$ cat config.mk
export PLATFORM = sky130hd
export DESIGN_NAME = bmide_regs
export DESIGN_NICKNAME = d
export VERILOG_FILES = /design/src/rtl/bmide_regs.sv
export SDC_FILE = /design/constraint.sdc
export NUM_CORES = 1
export LEC_CHECK = 0
export BUFFER_PORTS_ARGS = -buffer_cell sky130_fd_sc_hd__buf_4
export CAP_MARGIN = 20
export CORE_UTILIZATION = 54
export DETAILED_ROUTE_END_ITERATION = 6
export GPL_TIMING_DRIVEN = 0
export PLACE_DENSITY = 0.86
export SETUP_SLACK_MARGIN = 0.3
export SYNTH_ARGS = -nofsm -noshare
export SYNTH_HDL_FRONTEND = slang
export SYNTH_SLANG_ARGS = --single-unit
$ cat constraint.sdc
create_clock -name clk -period 9.1 [get_ports clk]
set_clock_uncertainty 0.15 [all_clocks]
set_input_delay 1.82 -clock clk [delete_from_list [all_inputs] [get_ports clk]]
set_output_delay 1.82 -clock clk [all_outputs]
set_load 0.03 [all_outputs]
$ cat src/rtl/bmide_regs.sv
module bmide_regs #(
  parameter bit SIMPLE = 1'b0
) (
  input  logic        clk,
  input  logic        rst_n,
  input  logic        wr_en,
  input  logic [1:0]  word_addr,
  input  logic [3:0]  byte_en,
  input  logic [31:0] wr_data,
  output logic [31:0] rd_data,
  input  logic [1:0]  irq_req,
  input  logic [1:0]  xfer_done,
  output logic [1:0]  dma_start,
  output logic [1:0]  dma_dir,
  output logic [63:0] prd_base,
  output logic [63:0] prd_cur,
  output logic        irq
);
  localparam logic [7:0] CMD_MASK = 8'h09;

  logic [7:0]  cmd  [2];
  logic [7:0]  pend [2];
  logic [7:0]  sts  [2];
  logic [7:0]  tim  [2];
  logic [31:0] base [2];
  logic [31:0] cur  [2];
  logic [31:0] nb   [2];
  logic [1:0]  pend_v;
  logic [1:0]  ipend;
  logic [1:0]  blk;
  logic [1:0]  w0, w1, cancel;
  logic [7:0]  mode_rd;

  always_comb begin
    for (int c = 0; c < 2; c++) begin
      w0[c] = wr_en && (word_addr[1] == c[0]) && !word_addr[0];
      w1[c] = wr_en && (word_addr[1] == c[0]) &&  word_addr[0];
      cancel[c] = w0[c] && byte_en[0] && !wr_data[0] && sts[c][0];
      nb[c] = base[c];
      for (int b = 0; b < 4; b++)
        if (byte_en[b]) nb[c][8*b +: 8] = wr_data[8*b +: 8];
    end
  end

  always_ff @(posedge clk) begin
    if (!rst_n) begin
      ipend  <= '0;
      blk    <= '0;
      pend_v <= '0;
      for (int c = 0; c < 2; c++) begin
        cmd[c]  <= '0;
        pend[c] <= '0;
        sts[c]  <= '0;
        tim[c]  <= '0;
        base[c] <= '0;
        cur[c]  <= '0;
      end
    end else begin
      ipend <= irq_req;
      if (!SIMPLE && wr_en && !word_addr[0] && byte_en[1])
        blk <= wr_data[13:12];
      for (int c = 0; c < 2; c++) begin
        if (w0[c] && byte_en[0]) begin
          if (cancel[c]) begin
            pend[c]   <= wr_data[7:0] & CMD_MASK;
            pend_v[c] <= 1'b1;
          end else begin
            cmd[c]    <= wr_data[7:0] & CMD_MASK;
            pend_v[c] <= 1'b0;
            if (wr_data[0] && !sts[c][0]) sts[c][0] <= 1'b1;
          end
        end
        if (w0[c] && byte_en[2]) begin
          sts[c][6:5] <= wr_data[22:21];
          sts[c][2:1] <= sts[c][2:1] & ~wr_data[18:17];
        end
        if (!SIMPLE && w0[c] && byte_en[3])
          tim[c] <= wr_data[31:24];
        if (w1[c]) begin
          base[c] <= nb[c];
          cur[c]  <= nb[c];
        end
        if (xfer_done[c] && sts[c][0]) begin
          sts[c][0] <= 1'b0;
          sts[c][2] <= 1'b1;
          if (cancel[c]) begin
            cmd[c]    <= wr_data[7:0] & CMD_MASK;
            pend_v[c] <= 1'b0;
          end else if (pend_v[c]) begin
            cmd[c]    <= pend[c];
            pend_v[c] <= 1'b0;
          end
        end
      end
    end
  end

  assign mode_rd = SIMPLE ? 8'hFF : {2'b00, blk, ipend, 2'b00};

  always_comb begin
    if (word_addr[0])
      rd_data = base[word_addr[1]];
    else
      rd_data = {SIMPLE ? 8'hFF : tim[word_addr[1]], sts[word_addr[1]],
                 mode_rd, cmd[word_addr[1]]};
  end

  assign dma_start = {cmd[1][0], cmd[0][0]};
  assign dma_dir   = {cmd[1][3], cmd[0][3]};
  assign prd_base  = {base[1], base[0]};
  assign prd_cur   = {cur[1], cur[0]};
  assign irq       = (ipend[0] & ~blk[0]) | (ipend[1] & ~blk[1]);
endmodule

# Word level (Yosys, flattened, before mapping)
# Memories as Yosys holds them, arrays and structs flattened.
# Cells that the tools add are included.
# totals
ff_bits,6
latch_bits,0
word_cells,176
out_inout_bits,165
mem_bits_rw,174
mem_count,6
rom_bits,0
input_bits,45
# memory_table
name,words,word_bits,rd,rd_clocked_by_memory_dff,write_ports,line,text
base,2,32,3,0,2,25,logic [31:0] base [2];
cur,2,32,2,0,2,26,logic [31:0] cur [2];
cmd,2,8,3,0,2,21,logic [7:0] cmd [2];
tim,2,8,1,0,2,24,logic [7:0] tim [2];
sts,2,5,3,0,2,23,logic [7:0] sts [2];
pend,2,2,2,0,2,22,logic [7:0] pend [2];
# op_classes
n_bitwise,33
addsub,0
order_cmp,0
n_eq_ne,0
shift,0
muxes,108
multipliers,0
n_div,0
n_reduce_logical,26
# op_table
cell,count
2-to-1 mux 32 bit,5
2-to-1 mux 8 bit,16
2-to-1 mux 1 bit,81
bitwise OR 1 bit,25
logical AND 1 bit,22
2-to-1 mux 2 bit,6
bitwise AND 2 bit,2
logical NOT 1 bit,4
inverter 1 bit,3
bitwise AND 1 bit,2
inverter 2 bit,1

# Longest topological paths before layout
# depth
ltp_word,13
ltp_mapped,5
depth_no_buf,4

# Worst setup path after synthesis
# No wires, ideal clock.
# synth_timing
path_kind,input-to-reg
start,input word_addr[0]
end,"memory cur[0][0], enable pin"
required_ns,8.484
cell_stages,4
path_slack_ns,3.927
arrival_ns,4.558
setup_ns,0.466
path_buffers,2
cell_sequence,buf_2 > buf_2 > nand2_1 > o21ai_0
# synth_rtl
item,line,text
"start, declared",7,"input logic [1:0] word_addr,"
"end, declared",26,

# Worst setup path after layout
# layout_timing
start,input word_addr[0]
end,output rd_data[30]
# layout_between
elab_chain_cells,1
# layout_rtl
item,line,text
2-to-1 mux 32 bit,101,if (word_addr[0])
"end, declared",10,"output logic [31:0] rd_data,"
# No other way between the ends.

==> reports/qor.txt <==
sequential fraction of the synthesis area - 52.5%
Iter 0 DRT Violations - 445
Area contributors post-synth - edfxtp_1 50%, buf_4 8.6%, nand2b_1 7.0%
routability cong. - 0.880
io pins - 210
Crit. End Element - output pin
Mapped Cells - 526
RSZ-0062 raised after global routing - no
Synth Area in Simple Gates - 18.5%
DR WL/cell - 18.6 um
area share of fa/ha/maj cells after synthesis - 0%
post-synth cell types - 44
Yosys top cell by area - edfxtp_1
Critical Path AT - 3.13 ns
Max rail drop VDD - 0.0921 mV
hpwl dp - 12.3 mm
Routed Antenna Nets - 0
CP Max Fanout - 10
syn_area_per_cell - 11.1 um2
period utilization - 56.0%
clock share of power - 25.2%
cell with the most instances after synthesis - edfxtp_1
net switching fraction of the power - 31.7%
first-pass GRT wire length - 25.0 mm
die area - 11200 um2
main combinational cell family by area after synthesis - simple AND/OR/NAND/NOR gates
floorplan row count - 37
Max Cap Viol - 0
fillcell total - 703
fin nets - 788
final setup fails - 0
Syn-to-layout area delta - 33.4%
status - finished, final reports clean
DRC - 0
ant diodes - 0
grt ovf - 0
Setup TNS - 0 ns
quantity of gates resized following cts - 0
Peak Freq - 0.196 GHz
top cell type's share of synthesized area - 50.1%
Int Power - 807 uW
Total Routing Usage GR - 29.6%
P per Cell Area - 152 nW/um2
port bufs - 204
final wirelength - 16.4 mm
number of global-route vias before repair - 4660
CTS buffer count - 9
initial antenna violation count - 0
synth cell count leaders - 97 x edfxtp_1, 72 x a21oi_1, 67 x buf_4
area share of xor/xnor cells in the synthesized design - 0%
clock tree buffer depth - 2
sequential power share - 48.8%
largest net degree at the start of global routing - 33
CP required - 7.13 ns
Synth Area in Compound Gates - 8.51%
r2r setup slk - 7.38 ns
dominant synthesized flop cell - edfxtp_1
Leakage - 3.36 nW
H-tree depth - 3
Clock transition at path regs - 0.09 ns
post-route cell area - 7760 um2
CTS tree - done
minimum clock period - 5.10 ns
Core Region - 10400 um2
DR vias - 4854
Post-Syn Area - 5820 um2
EDFF count, synth - 97
reg2reg path depth - 4
Gate power share - 25.9%
YS warnings - 0
WHS Path Cells - 2
final hold violation count - 0
Clock Latency Late Sink - 0.37 ns
mux cell area share after synthesis - 9.16%
share of post-route cells with drive strength above 1 - 43.0%
final std cells w/o fill - 884
first-pass detailed-route iteration total - 5
Post-CTS Hold Fix Bufs - 0
Tightest Pin Transition - 0.861 ns
FF+latch count, synth - 104
Sink Count - 104
Slew Limit Headroom - 42.4%
placed insts - 868
Starting Density - 56.1%
placed cell areas - 7560 um2
FFs w/ async S/R, synth - 0%
Via density - 5.49
kind of critical path - input pin to output pin
die width - 106 um
worst hold path type - register to register
root buffer cell - clkbuf_8
Worst setup SP type - input pin
Slew Limit Fails - 0
Switch Pwr - 375 uW
setup bufs post-CTS - 0
Die H - 106 um
power by group through the flow:
| stage | Sequential (mW) | Combinational (mW) | Clock (mW) |
|---|---|---|---|
| after floorplan | 0.616 | 0.156 | 0 |
| after global placement | 0.587 | 0.299 | 0 |
| after detailed placement | 0.588 | 0.306 | 0 |
| after CTS | 0.577 | 0.307 | 0.298 |
| after global routing | 0.581 | 0.321 | 0.318 |
| final | 0.577 | 0.307 | 0.298 |
cells by family after synthesis:
group	Yosys count
mux	34
buf+inv	102
flops	104
compound gates	91
simple gates	194
other cells	1
through the flow:
| step | worst slack [ns] | hold WS (ns) | util [%] | power (mW) |
|---|---|---|---|---|
| global placement | 2.12 | 0.329 | 72.6 | 0.886 |
| global route | 3.97 | 0.407 | 74.8 | 1.22 |
| floorplan | 3.93 | 0.307 | - | 0.773 |
| detailed placement | 4.01 | 0.372 | 72.9 | 0.894 |
| CTS | 4.01 | 0.385 | 74.8 | 1.18 |
| finish | 4.00 | 0.396 | 74.8 | 1.18 |
layer usage:
metal / part of all wire, % / wire [um] / vias to the layer above / GRT usage (%)
met5: 0 / 0 / - / 0
met4: 2.2 / 367 / 0 / 10.6
met3: 8.0 / 1320 / 33 / 4.82
met2: 52 / 8590 / 269 / 51.6
met1: 38 / 6170 / 2327 / 37.2
li1: - / - / 2225 / -
critical path: stages:
cell and delay (ns):
buf_4 0.13, buf_2 0.27, buf_2 0.34, mux4_2 0.37
buf_4 0.19
cell type report:
class	instances	area (um2)	share of cell area [%]
sequential	104	3050	39.3
tap	136	170	2.19
inverter	6	22.5	0.290
buffer	96	636	8.19
timing repair buffer	205	1550	20.0
clock buffer	9	124	1.60
multi-input combinational	321	2130	27.4
clock inverter	7	78.8	1.02
cell usage in the layout, fill, tap and decap left out, drive strengths merged, types with 14 or more instances in the layout:
master,count
buf,281
edfxtp,97
a21oi,73
nand2b,66
nand2,56
clkbuf,29
nor2b,19
mux2i,18
mux4,15
and2,14
sequential cells by signal (all words and copies together), names as in the netlist:
name	flops
blk	2
cmd	4
cur	64
ipend	2
pend	4
pend_v	2
sts	10
tim	16
final timing paths:
path                            from             endpoint
min              blk[1]$_SDFFE_PN0P_  blk[1]$_SDFFE_PN0P_
max                     word_addr[0]          rd_data[30]
max reg2reg  sts[0][0]$_SDFFCE_PP0P_  cmd[1][0]$_DFFE_PP_
min reg2reg      blk[1]$_SDFFE_PN0P_  blk[1]$_SDFFE_PN0P_
No activity file was read; power rests on OpenSTA's default activity.
